File: src/rtl/srg_pkg.sv
`timescale 1ns/1ps
package srg_pkg;
  typedef enum logic {
    GS_IDLE  = 1'b0,
    GS_DRIVE = 1'b1
  } gate_state_e;

  typedef struct packed {
    logic fall;
    logic rise;
  } edge_ev_t;

  localparam int ANT_SEL_W = 2;
endpackage

File: src/rtl/srg_sync.sv
`timescale 1ns/1ps
module srg_sync #(
  parameter int W      = 2,
  parameter int STAGES = 2
) (
  input  logic         clk,
  input  logic         rst_n,
  input  logic [W-1:0] d_i,
  output logic [W-1:0] q_o
);
  for (genvar b = 0; b < W; b++) begin : g_bit
    logic [STAGES-1:0] sh_q;
    always_ff @(posedge clk or negedge rst_n) begin
      if (!rst_n) sh_q <= '0;
      else        sh_q <= {sh_q[STAGES-2:0], d_i[b]};
    end
    assign q_o[b] = sh_q[STAGES-1];
  end
endmodule

File: src/rtl/srg_edge_filter.sv
`timescale 1ns/1ps
module srg_edge_filter
  import srg_pkg::*;
#(
  parameter int STABLE_TICKS = 2
) (
  input  logic     clk,
  input  logic     rst_n,
  input  logic     tick_i,
  input  logic     raw_i,
  output edge_ev_t ev_o
);
  localparam int SW = $clog2(STABLE_TICKS + 1);
  localparam logic [SW-1:0] LAST = SW'(STABLE_TICKS - 1);

  logic          level_q;
  logic [SW-1:0] hold_q;
  logic          rise_q, fall_q;

  always_ff @(posedge clk or negedge rst_n) begin
    if (!rst_n) begin
      level_q <= 1'b0;
      hold_q  <= '0;
      rise_q  <= 1'b0;
      fall_q  <= 1'b0;
    end else begin
      rise_q <= 1'b0;
      fall_q <= 1'b0;
      if (tick_i) begin
        if (raw_i == level_q) begin
          hold_q <= '0;
        end else if (hold_q == LAST) begin
          level_q <= raw_i;
          hold_q  <= '0;
          rise_q  <= raw_i;
          fall_q  <= ~raw_i;
        end else begin
          hold_q <= hold_q + 1'b1;
        end
      end
    end
  end

  assign ev_o.fall = fall_q;
  assign ev_o.rise = rise_q;
endmodule

File: src/rtl/srg_period_meter.sv
`timescale 1ns/1ps
module srg_period_meter #(
  parameter int CNT_W = 8
) (
  input  logic             clk,
  input  logic             rst_n,
  input  logic             tick_i,
  input  logic             fall_ev_i,
  input  logic             rise_ev_i,
  output logic [CNT_W-1:0] phase_cnt_o,
  output logic [CNT_W-1:0] low_len_o,
  output logic             sat_o,
  output logic             period_ok_o
);
  localparam logic [CNT_W-1:0] MAXC = {CNT_W{1'b1}};

  logic [CNT_W-1:0] ph_q, low_q;
  logic             seen_fall_q, low_ok_q;

  always_ff @(posedge clk or negedge rst_n) begin
    if (!rst_n) begin
      ph_q        <= '0;
      low_q       <= '0;
      seen_fall_q <= 1'b0;
      low_ok_q    <= 1'b0;
    end else if (fall_ev_i) begin
      ph_q        <= CNT_W'(1);
      seen_fall_q <= 1'b1;
    end else if (rise_ev_i) begin
      ph_q     <= CNT_W'(1);
      low_q    <= ph_q;
      low_ok_q <= seen_fall_q && (ph_q != MAXC);
    end else if (tick_i && (ph_q != MAXC)) begin
      ph_q <= ph_q + 1'b1;
    end
  end

  assign phase_cnt_o = ph_q;
  assign low_len_o   = low_q;
  assign sat_o       = (ph_q == MAXC);
  assign period_ok_o = fall_ev_i && low_ok_q && (ph_q != MAXC);
endmodule

File: src/rtl/srg_duty_monitor.sv
`timescale 1ns/1ps
module srg_duty_monitor #(
  parameter int CNT_W   = 8,
  parameter int OFF_PCT = 13,
  parameter int ON_PCT  = 18
) (
  input  logic             clk,
  input  logic             rst_n,
  input  logic             eval_i,
  input  logic [CNT_W-1:0] high_len_i,
  input  logic [CNT_W-1:0] low_len_i,
  output logic             en_nxt_o
);
  localparam int PW = CNT_W + 1;
  localparam int MW = CNT_W + 8;

  logic          en_q;
  logic [PW-1:0] period_w;
  logic [MW-1:0] hi_scaled, off_lim, on_lim;

  always_comb begin
    period_w  = {1'b0, low_len_i} + {1'b0, high_len_i};
    hi_scaled = MW'(high_len_i) * MW'(100);
    off_lim   = MW'(period_w) * MW'(OFF_PCT);
    on_lim    = MW'(period_w) * MW'(ON_PCT);
    en_nxt_o  = en_q;
    if (eval_i) begin
      if (en_q) en_nxt_o = !(hi_scaled < off_lim);
      else      en_nxt_o = (hi_scaled > on_lim);
    end
  end

  always_ff @(posedge clk or negedge rst_n) begin
    if (!rst_n) en_q <= 1'b1;
    else        en_q <= en_nxt_o;
  end
endmodule

File: src/rtl/srg_gate_ctrl.sv
`timescale 1ns/1ps
module srg_gate_ctrl
  import srg_pkg::*;
#(
  parameter int CNT_W    = 8,
  parameter int MIN_ON   = 4,
  parameter int ANT_STEP = 1
) (
  input  logic                 clk,
  input  logic                 rst_n,
  input  logic                 tick_i,
  input  logic                 fall_ev_i,
  input  logic                 rise_ev_i,
  input  logic                 start_ok_i,
  input  logic                 sat_i,
  input  logic                 inhibit_i,
  input  logic [ANT_SEL_W-1:0] ant_sel_i,
  input  logic [CNT_W-1:0]     low_len_i,
  output logic                 gate_o,
  output logic [CNT_W-1:0]     on_cnt_o
);
  localparam int XW = CNT_W + 1;
  localparam logic [CNT_W-1:0] MAXC  = {CNT_W{1'b1}};
  localparam logic [CNT_W-1:0] MIN_C = CNT_W'(MIN_ON);
  localparam logic [XW-1:0]    MIN_X = XW'(MIN_ON);

  gate_state_e          state_q;
  logic [CNT_W-1:0]     on_q, tgt_q, tgt_c;
  logic [XW-1:0]        ant_x, low_x;
  logic [ANT_SEL_W-1:0] code_eff;

  always_comb begin
    code_eff = (ant_sel_i == '0) ? ANT_SEL_W'(1) : ant_sel_i;
    ant_x    = XW'(code_eff) * XW'(ANT_STEP);
    low_x    = {1'b0, low_len_i};
    if (low_x >= ant_x + MIN_X) tgt_c = CNT_W'(low_x - ant_x);
    else                        tgt_c = MIN_C;
  end

  always_ff @(posedge clk or negedge rst_n) begin
    if (!rst_n) begin
      state_q <= GS_IDLE;
      on_q    <= '0;
      tgt_q   <= '0;
    end else if (fall_ev_i) begin
      if (start_ok_i) begin
        state_q <= GS_DRIVE;
        on_q    <= CNT_W'(1);
        tgt_q   <= tgt_c;
      end else begin
        state_q <= GS_IDLE;
      end
    end else if (state_q == GS_DRIVE) begin
      if (rise_ev_i || sat_i) begin
        state_q <= GS_IDLE;
      end else if (tick_i) begin
        if ((on_q >= tgt_q) || (inhibit_i && (on_q >= MIN_C))) state_q <= GS_IDLE;
        else if (on_q != MAXC) on_q <= on_q + 1'b1;
      end
    end
  end

  assign gate_o   = (state_q == GS_DRIVE);
  assign on_cnt_o = on_q;
endmodule

File: src/rtl/srg_gate_timer.sv
`timescale 1ns/1ps
module srg_gate_timer
  import srg_pkg::*;
#(
  parameter int CNT_W        = 8,
  parameter int FILT_TICKS   = 2,
  parameter int SYNC_STAGES  = 2,
  parameter int MIN_ON_TICKS = 4,
  parameter int ANT_STEP     = 1,
  parameter int DUTY_OFF_PCT = 13,
  parameter int DUTY_ON_PCT  = 18
) (
  input  logic                 clk,
  input  logic                 rst_n,
  input  logic                 tick_i,
  input  logic                 sync_clk_i,
  input  logic                 inhibit_i,
  input  logic [ANT_SEL_W-1:0] ant_sel_i,
  output logic                 gate_o
);
  logic [1:0]       async_in, synced;
  logic             sclk_s, inh_s;
  edge_ev_t         ev;
  logic             fall_ev, rise_ev;
  logic [CNT_W-1:0] phase_cnt, low_len, on_cnt;
  logic             sat, period_ok, duty_en, start_ok;

  assign async_in = {inhibit_i, sync_clk_i};

  srg_sync #(.W(2), .STAGES(SYNC_STAGES)) u_sync (
    .clk(clk), .rst_n(rst_n), .d_i(async_in), .q_o(synced)
  );
  assign sclk_s = synced[0];
  assign inh_s  = synced[1];

  srg_edge_filter #(.STABLE_TICKS(FILT_TICKS)) u_filt (
    .clk(clk), .rst_n(rst_n), .tick_i(tick_i), .raw_i(sclk_s), .ev_o(ev)
  );
  assign fall_ev = ev.fall;
  assign rise_ev = ev.rise;

  srg_period_meter #(.CNT_W(CNT_W)) u_meter (
    .clk(clk), .rst_n(rst_n), .tick_i(tick_i),
    .fall_ev_i(fall_ev), .rise_ev_i(rise_ev),
    .phase_cnt_o(phase_cnt), .low_len_o(low_len),
    .sat_o(sat), .period_ok_o(period_ok)
  );

  srg_duty_monitor #(.CNT_W(CNT_W), .OFF_PCT(DUTY_OFF_PCT), .ON_PCT(DUTY_ON_PCT)) u_duty (
    .clk(clk), .rst_n(rst_n), .eval_i(period_ok),
    .high_len_i(phase_cnt), .low_len_i(low_len), .en_nxt_o(duty_en)
  );
  assign start_ok = period_ok && duty_en;

  srg_gate_ctrl #(.CNT_W(CNT_W), .MIN_ON(MIN_ON_TICKS), .ANT_STEP(ANT_STEP)) u_gate (
    .clk(clk), .rst_n(rst_n), .tick_i(tick_i),
    .fall_ev_i(fall_ev), .rise_ev_i(rise_ev), .start_ok_i(start_ok),
    .sat_i(sat), .inhibit_i(inh_s), .ant_sel_i(ant_sel_i),
    .low_len_i(low_len), .gate_o(gate_o), .on_cnt_o(on_cnt)
  );
endmodule

File: config.mk
export PLATFORM = sky130hd
export DESIGN_NAME = srg_gate_timer
export DESIGN_NICKNAME = d
export VERILOG_FILES = /design/src/rtl/srg_pkg.sv /design/src/rtl/srg_sync.sv /design/src/rtl/srg_edge_filter.sv /design/src/rtl/srg_period_meter.sv /design/src/rtl/srg_duty_monitor.sv /design/src/rtl/srg_gate_ctrl.sv /design/src/rtl/srg_gate_timer.sv
export SDC_FILE = /design/constraint.sdc
export NUM_CORES = 1
export LEC_CHECK = 0
export ABC_AREA = 1
export BUFFER_PORTS_ARGS = -buffer_cell sky130_fd_sc_hd__buf_2
export CAP_MARGIN = 20
export CORE_AREA = 8 8 126 128
export DETAILED_ROUTE_END_ITERATION = 16
export DIE_AREA = 0 0 134 136
export PLACE_DENSITY = 0.53
export SLEW_MARGIN = 20
export SYNTH_ARGS = -nofsm -noshare
export SYNTH_HDL_FRONTEND = slang
export SYNTH_HIERARCHICAL = 1
export SYNTH_SLANG_ARGS = --single-unit
export TNS_END_PERCENT = 5
File: constraint.sdc
create_clock -name clk -period 7.4 [get_ports clk]
set_input_delay 1.11 -clock clk [delete_from_list [all_inputs] [get_ports clk]]
set_output_delay 1.11 -clock clk [all_outputs]
set_load 0.005 [all_outputs]
==> summary.txt, run 1 <==
Status - finished, final reports clean
DRT Pass-1 Iters - 5
CTS Hold Buffers Added - 0
Ys Warns - 6
CP Capture Type - flip-flop
WHS - 0.353 ns
N_diodes - 0
Layout fillers - 1430
Via-per-instance ratio - 4.88
Top cell type's share of synthesized area - 0.236
Mapped Cells - 716
TritonCTS clock tree - built
Reg clk slew, reported paths - 0.07 ns
Post-synth EDFFs - 0
Netlist cell types - 47
Initial antenna violation count - 0
Sequential element share of the synthesized area - 0.209
Worst-Margin Slew - 0.612 ns
Syn nets - 837
Largest net degree at the start of global routing - 46
Detail Route Antenna Nets - 0
RSZ-0062 raised after global routing - false
Via count - 4422
Flop2flop setup slack - 1.70 ns
Ys async rst share - 1.00
Worst r2r dst - u_gate/tgt_q[3]$_DFFE_PN0P_
Die Wd - 134 microns
Setup TNS - 0 ns
Initial core utilization - 0.384
Setup CP Type - reg -> reg
Slew HR - 0.592
Yosys reg bits - 45
Layout cell share with drive strength beyond 1 - 0.0968
Final Hold Violating Endpoints - 0
Cts repair resizes - 0
Yosys top cell by area - ha_1
Max Fclk - 0.175 GHz
Clock Tree Root - clkbuf_16
WHS Path Cells - 0
Critical Path RT - 7.60 ns
Die H - 136 microns
Htree depth - 2
Postcts setup bufs - 0
Drt wl/cell - 13.1 microns
Syn Area/Cell - 7.54 sq um
Area Growth Syn to Fin - 6.95%
First-pass GRT wire length - 20300 microns
Hold Path End - u_sync/g_bit[1].sh_q[1]$_DFF_PN0_
Max Cap Violations - 0
Clock Latency Late Sink - 0.29 ns
Crit path DAT - 5.90 ns
Total grt overflow - 0
Post-DP HPWL - 9790 microns
Storage element area - 0.00113 sq mm
HP Start - u_sync/g_bit[1].sh_q[0]$_DFF_PN0_
Die ar. - 0.0182 sq mm
I/O Buffers - 7
Area occupied by multi-input gates - 0.00371 sq mm
Detailed Route Iter0 Violations - 299
Vias in the first global route - 4187
Main synth FF type - dfrtp_1
Clock buffer count from CTS - 5
Largest cells by area after synthesis - ha_1 (24%), dfrtp_1 (20%), nand2_1 (12%), inv_1 (8.2%), fa_1 (4.5%)
Min-Delay Path Class - reg -> reg
CP Launch Type - flip-flop
Post-Route WL - 11900 microns
# rows - 44
Final count of negative-setup-slack endpoints - 0
Mapped Area - 0.00540 sq mm
All-Layer GR Usage - 0.134
Worst-case reg-to-reg path depth - 27
DRC viols - 0
Min Tclk post-route - 5.70 ns
Max Buffers Root-to-Sink - 2
Critical Path Fanout Max - 13
Clk_skew - 0.00979 ns
RR Startpoint - u_meter/phase_cnt_o[0]$_DFFE_PN0P_
Final worst-path cycle share - 0.770
Final slew viol count - 0
Clock Sinks - 45
Routability cong. - 0.922
Placeable Area - 0.0140 sq mm
Io pins - 8
Final nets - 843
[cell usage in the layout, fill, tap and decap left out, types with 8 or more instances in the layout]
cell / Yosys / routed
fa_1: 12 / 12
a21oi_1: 34 / 34
o21ai_2: 8 / 8
inv_1: 118 / 118
nand4_1: 11 / 11
xnor2_1: 12 / 12
inv_2: 10 / 10
nand3_1: 40 / 40
xor2_1: 18 / 18
ha_1: 102 / 102
dfrtp_1: 44 / 44
nand2_1: 171 / 171
nor2_1: 49 / 49
[state kept, by name, indices dropped and copies added (netlist names), 2 cells and up]
name                 cells
u_sync/g_bit.sh_q        4
u_filt/hold_q            2
u_gate/on_cnt_o          8
u_meter/low_len_o        8
u_gate/tgt_q             8
u_meter/phase_cnt_o      8
[worst max-delay path, cell delays in order (launching register included)]
cell and delay [ns]:
dfrtp_1 0.50, ha_1 0.31, fa_1 0.44, xor2_1 0.50
ha_1 0.34, inv_1 0.07, fa_1 0.41, inv_1 0.06
ha_1 0.28, a21oi_1 0.20, o21ai_0 0.14, a21oi_1 0.25
o21ai_0 0.12, nand2_1 0.07, nand2_1 0.07, ha_1 0.33
nand4_1 0.10, nor2_1 0.12, nand2_1 0.06, nand4_1 0.08
nand2_1 0.05, nand2_1 0.10, nand2_1 0.07, inv_1 0.08
nand2_2 0.19, a21oi_1 0.42, inv_2 0.11, o22ai_1 0.14
[area by class of cell]
type	count	share of cell area
clock buffers	5	0.0217
inverters	130	0.0850
multi-input cells	533	0.643
clock inverters	3	0.00824
repair buffers	7	0.00650
well taps	184	0.0399
flip-flops and latches	45	0.195
[how the worst max path moves through the flow]
stage | endpoint | cells after the start | from | slack, ns
finish | u_gate/tgt_q[3]$_DFFE_PN0P_ | 27 | u_meter/phase_cnt_o[0]$_DFFE_PN0P_ | 1.70
global placement | u_gate/tgt_q[0]$_DFFE_PN0P_ | 29 | u_meter/phase_cnt_o[0]$_DFFE_PN0P_ | 2.01
floorplan | u_gate/tgt_q[0]$_DFFE_PN0P_ | 29 | u_meter/phase_cnt_o[0]$_DFFE_PN0P_ | 2.64
detailed placement | u_gate/tgt_q[6]$_DFFE_PN0P_ | 27 | u_meter/phase_cnt_o[0]$_DFFE_PN0P_ | 1.78
CTS | u_gate/tgt_q[6]$_DFFE_PN0P_ | 27 | u_meter/phase_cnt_o[0]$_DFFE_PN0P_ | 1.75
global route | u_gate/tgt_q[6]$_DFFE_PN0P_ | 27 | u_meter/phase_cnt_o[0]$_DFFE_PN0P_ | 1.19
[logic make-up after synthesis]
group / after synthesis / share of synthesized area
simple gates: 311 / 0.266
flops: 45 / 0.209
buf+inv: 138 / 0.103
xor+xnor: 32 / 0.0547
fa+ha+maj: 114 / 0.281
compound gates: 76 / 0.0869
[Yosys cell counts (4+ instances only)]
master,instances
nand4_1,11
fa_1,12
o211ai_1,4
xnor2_1,12
a21oi_1,34
xor2_1,18
inv_1,118
nor2_2,5
nor2_1,49
o21ai_1,6
nand2_1,171
nand3_1,40
nand3_2,5
nand2_4,4
nor3_1,6
o22ai_1,5
o21ai_2,8
nand2_2,6
inv_2,10
nor2_4,4
ha_1,102
buf_4,5
dfrtp_1,44
o21ai_0,5
[layer usage]
metal,share of wire,vias to the layer above,GRT usage
li1,-,2307,-
met1,0.52,2050,0.195
met2,0.45,60,0.211
met3,0.026,5,0.0144
met4,0.0050,0,0.0218
met5,0,-,0
[through the flow]
stage | std cells | utilization | worst slack [ns] | area, sq um
final | 907 | 0.411 | 1.70 | 5770
after global routing | 907 | 0.411 | 1.19 | 5770
after detailed placement | 899 | 0.399 | 1.78 | 5600
after floorplan | 716 | - | 2.64 | 5400
after CTS | 907 | 0.411 | 1.75 | 5770
after global placement | 899 | 0.399 | 2.01 | 5600
Power of run 1 is not shown: default switching activity piles up to over one toggle a cycle in this logic, so the estimate is an artifact.
==> inputs of run 2 (changes only) <==
clock period = 5.77 ns   (was 7.4 ns; I/O delays follow)
==> run 2 against run 1 <==
Net effect: critical path depth grew 3; hold slack lost 0.0050 ns; cell area grew 0.48%; non-clock buffer count grew 2; utilization grew 0.20 points; setup slack lost 1.2 ns.
==> summary.txt, run 2 (synthesized netlist as in run 1, its figures left out) <==
Status - finished, final reports clean
Die ar. - 0.0182 sq mm
Slew HR - 0.533
Reg clk slew, reported paths - 0.07 ns
Hold Path End - u_sync/g_bit[0].sh_q[1]$_DFF_PN0_
Layout fillers - 1456
Htree depth - 2
Critical Path Fanout Max - 13
Vias in the first global route - 4146
# rows - 44
Most frequent cells in the layout - nand2_1 (171), inv_1 (118), ha_1 (102)
Top cell by count, worst path - nand2_1
Max Cap Violations - 0
Crit path from - u_meter/phase_cnt_o[3]$_DFFE_PN0P_
Non-Filler Instances - 909
Setup TNS - 0 ns
RSZ-0062 raised after global routing - false
Crit path DAT - 5.51 ns
Detailed Route Iter0 Violations - 238
Initial core utilization - 0.384
First-pass GRT wire length - 20000 microns
Initial antenna violation count - 0
Post-route cell area - 0.00580 sq mm
TritonCTS clock tree - built
Io pins - 8
All-Layer GR Usage - 0.132
Die H - 136 microns
Max stage delay on crit path - 0.49 ns
Worst-case reg-to-reg path depth - 30
Placeable Area - 0.0140 sq mm
Min Tclk post-route - 5.31 ns
Final worst-path cycle share - 0.920
Largest net degree at the start of global routing - 46
Layout cell share with drive strength beyond 1 - 0.101
RR Startpoint - u_meter/phase_cnt_o[3]$_DFFE_PN0P_
WHS Path Cells - 0
Flop2flop setup slack - 0.46 ns
DRT Pass-1 Iters - 5
Post-Route WL - 11800 microns
Area Growth Syn to Fin - 7.46%
Final count of negative-setup-slack endpoints - 0
HP Start - u_sync/g_bit[0].sh_q[0]$_DFF_PN0_
Via count - 4384
Inst Count DP - 901
CP Capture Type - flip-flop
Worst-Margin Slew - 0.700 ns
Setup CP Type - reg -> reg
Clock buffer count from CTS - 5
Worst r2r dst - u_gate/tgt_q[3]$_DFFE_PN0P_
Final Hold Violating Endpoints - 0
Clock Latency Late Sink - 0.28 ns
I/O Buffers - 7
Slowest CP cell - dfrtp_1
Most common library cell in the layout ignoring fill and taps - nand2_1
DRC viols - 0
Final nets - 845
Final slew viol count - 0
Max Fclk - 0.188 GHz
CP Launch Type - flip-flop
Total grt overflow - 0
N_diodes - 0
Critical Path RT - 5.97 ns
WHS - 0.348 ns
Routability cong. - 0.844
Min-Delay Path Class - reg -> reg
Via-per-instance ratio - 4.82
Clock Sinks - 45
Placed inst area - 0.00561 sq mm
Drt wl/cell - 13.0 microns
Post-DP HPWL - 9840 microns
Clk_skew - 0.00744 ns
Clock Tree Root - clkbuf_16
Detail Route Antenna Nets - 0
Max Buffers Root-to-Sink - 2
Die Wd - 134 microns
## run 2: critical path, delay by kind of cell, from the launching register on
| kind | cells | cell delay, ns |
|---|---|---|
| fa+ha+maj | 5 | 1.85 |
| simple gates | 12 | 1.02 |
| buf+inv | 5 | 0.40 |
| compound gates | 7 | 1.25 |
| xor+xnor | 1 | 0.18 |
| flops | 1 | 0.49 |
## run 2: final cells by class
class                      count  area [sq um]  share of cell area
clock inverter                 2          37.5             0.00647
clock buffer                   6           139              0.0239
multi-input combinational    533          3720               0.642
tap                          184           230              0.0397
timing repair buffer           9          52.6             0.00906
inverter                     130           490              0.0846
sequential                    45          1130               0.194
## run 2: through the flow
| stage | worst slack (ns) | utilization |
|---|---|---|
| global route | 0.0347 | 0.413 |
| finish | 0.461 | 0.413 |
| detailed placement | 0.310 | 0.400 |
| floorplan | 1.01 | - |
| global placement | 0.371 | 0.400 |
| CTS | 0.267 | 0.412 |
## run 2: worst max path at each step
stage | endpoint | slack [ns] | cells past startpoint
2_1_floorplan | u_gate/tgt_q[0]$_DFFE_PN0P_ | 1.01 | 29
3_3_place_gp | u_gate/tgt_q[0]$_DFFE_PN0P_ | 0.37 | 30
3_5_place_dp | u_gate/tgt_q[3]$_DFFE_PN0P_ | 0.31 | 30
4_1_cts | u_gate/tgt_q[3]$_DFFE_PN0P_ | 0.27 | 30
5_1_grt | u_gate/tgt_q[3]$_DFFE_PN0P_ | 0.03 | 30
6_report | u_gate/tgt_q[3]$_DFFE_PN0P_ | 0.46 | 30
## run 2: timing repair
action	4_1_cts	5_1_grt
hold buffers	0	0
endpoints found under the setup margin	0	8
gates resized for setup	0	2
buffers inserted	0	0
## run 2: layer usage
layer	GRT usage	part of all wire
met2	0.219	0.47
met1	0.182	0.49
met4	0.0274	0.015
met5	0	0
met3	0.0126	0.023
Power of run 2 is left out for the same reason.
==> inputs of run 3 (changes only) <==
clock period = 5.3 ns   (was 5.77 ns; I/O delays follow)
==> run 3 against run 2 <==
Net effect: die area did not move; hold slack better by 0.0022 ns; register-to-register slack lost 0.11 ns; non-clock buffer count rose by 16; setup slack got worse by 0.11 ns.
==> summary.txt, run 3 (synthesized netlist as in run 1, its figures left out) <==
Non-Filler Instances - 925
RR Startpoint - u_meter/low_len_o[5]$_DFFE_PN0P_
Worst-Margin Slew - 0.719 ns
Initial antenna violation count - 0
Critical Path RT - 5.47 ns
Final count of negative-setup-slack endpoints - 0
Worst-case reg-to-reg path depth - 27
Setup CP Type - reg -> reg
WHS - 0.350 ns
Detail Route Antenna Nets - 0
Layout cell share with drive strength beyond 1 - 0.144
Via-per-instance ratio - 4.90
CP Capture Type - flip-flop
Min Tclk post-route - 4.95 ns
Max Fclk - 0.202 GHz
DRC viols - 0
Clock Tree Root - clkbuf_16
Final Hold Violating Endpoints - 0
Post-Route WL - 12300 microns
Drt wl/cell - 13.3 microns
Min-Delay Path Class - reg -> reg
Placeable Area - 0.0140 sq mm
HP Start - u_sync/g_bit[0].sh_q[0]$_DFF_PN0_
Inst Count DP - 915
Post-DP HPWL - 10100 microns
Flop2flop setup slack - 0.35 ns
Die H - 136 microns
Clock buffer count from CTS - 5
CP Launch Type - flip-flop
Htree depth - 2
Most frequent cells in the layout - nand2_1 (171), inv_1 (116), ha_1 (98)
Max Cap Violations - 0
First-pass GRT wire length - 20400 microns
Hold Path End - u_sync/g_bit[0].sh_q[1]$_DFF_PN0_
Final worst-path cycle share - 0.933
Largest net degree at the start of global routing - 46
Vias in the first global route - 4415
Reg clk slew, reported paths - 0.07 ns
WHS Path Cells - 0
Slew HR - 0.520
Detailed Route Iter0 Violations - 179
Clk_skew - 0.00887 ns
Status - finished, final reports clean
Clock Latency Late Sink - 0.29 ns
Worst r2r dst - u_gate/on_cnt_o[0]$_DFFE_PN0P_
Critical Path Fanout Max - 9
Area Growth Syn to Fin - 11.9%
Total grt overflow - 0
Final slew viol count - 0
Most common library cell in the layout ignoring fill and taps - nand2_1
DRT Pass-1 Iters - 5
Clock Sinks - 45
All-Layer GR Usage - 0.135
Routability cong. - 0.826
Initial core utilization - 0.384
Max Buffers Root-to-Sink - 2
Io pins - 8
N_diodes - 0
Placed inst area - 0.00572 sq mm
# rows - 44
Die Wd - 134 microns
Die ar. - 0.0182 sq mm
Crit path DAT - 5.12 ns
Via count - 4528
I/O Buffers - 7
Final nets - 861
Post-route cell area - 0.00604 sq mm
TritonCTS clock tree - built
[run 3: cell types whose count changed in the layout (fill, tap and decap cells not counted), sizes merged]
cell  before  now
buf        9   25
[run 3: area by class of cell]
class	count	area (sq um)
clock buffer	6	129
clock inverter	2	38.8
fill	1430	8000
inverter	130	494
multi-input combinational	533	3830
sequential	45	1130
tap	184	230
timing repair buffer	25	185
[run 3: timing repair]
item,4_1_cts,5_1_grt
gates resized for setup,4,22
setup buffers,0,2
setup endpoints to repair,8,17
pin swaps,0,3
hold buffers,0,0
[run 3: per-stage QoR]
stage               worst slack, ns  TNS, ns  utilization
global route                -0.0209  -0.0768        0.430
finish                        0.353        0        0.430
global placement             0.0460        0        0.407
CTS                          0.0432        0        0.421
detailed placement           -0.113   -0.640        0.407
floorplan                     0.544        0            -
[run 3: metal layers]
metal	routed length [microns]	vias up	GRT usage	part of all wire
li1	-	2338	-	-
met1	6090	2138	0.181	0.49
met2	5820	43	0.231	0.47
met3	302	9	0.0133	0.024
met4	126	0	0.0274	0.010
met5	0	-	0	0
[run 3: worst max path at each step]
| stage | cells past startpoint | to | start |
|---|---|---|---|
| after CTS | 29 | u_gate/tgt_q[5]$_DFFE_PN0P_ | u_meter/phase_cnt_o[2]$_DFFE_PN0P_ |
| after detailed placement | 27 | u_gate/tgt_q[5]$_DFFE_PN0P_ | u_meter/low_len_o[0]$_DFFE_PN0P_ |
| after global routing | 30 | u_gate/on_cnt_o[0]$_DFFE_PN0P_ | u_meter/low_len_o[4]$_DFFE_PN0P_ |
| final | 27 | u_gate/on_cnt_o[0]$_DFFE_PN0P_ | u_meter/low_len_o[5]$_DFFE_PN0P_ |
| after floorplan | 29 | u_gate/tgt_q[0]$_DFFE_PN0P_ | u_meter/phase_cnt_o[0]$_DFFE_PN0P_ |
| after global placement | 27 | u_gate/tgt_q[6]$_DFFE_PN0P_ | u_meter/low_len_o[0]$_DFFE_PN0P_ |
[run 3: critical path, cell delays in order, from the launching register on]
cell,delay [ns]
dfrtp_1,0.44
ha_1,0.46
a21oi_1,0.16
o31ai_2,0.31
a21oi_4,0.07
inv_1,0.19
ha_1,0.28
ha_1,0.30
ha_2,0.36
inv_1,0.07
nor3_1,0.23
nand3_1,0.12
nand4_1,0.14
xor2_1,0.21
ha_1,0.27
a21oi_1,0.16
nand2_1,0.06
a21oi_1,0.12
nand4_1,0.10
nand2_1,0.06
nand2_1,0.09
nand2_1,0.07
inv_1,0.06
nand2_4,0.13
buf_12,0.15
nand2_4,0.07
nand2_1,0.07
nand2_1,0.05
Power of run 3 is left out for the same reason.
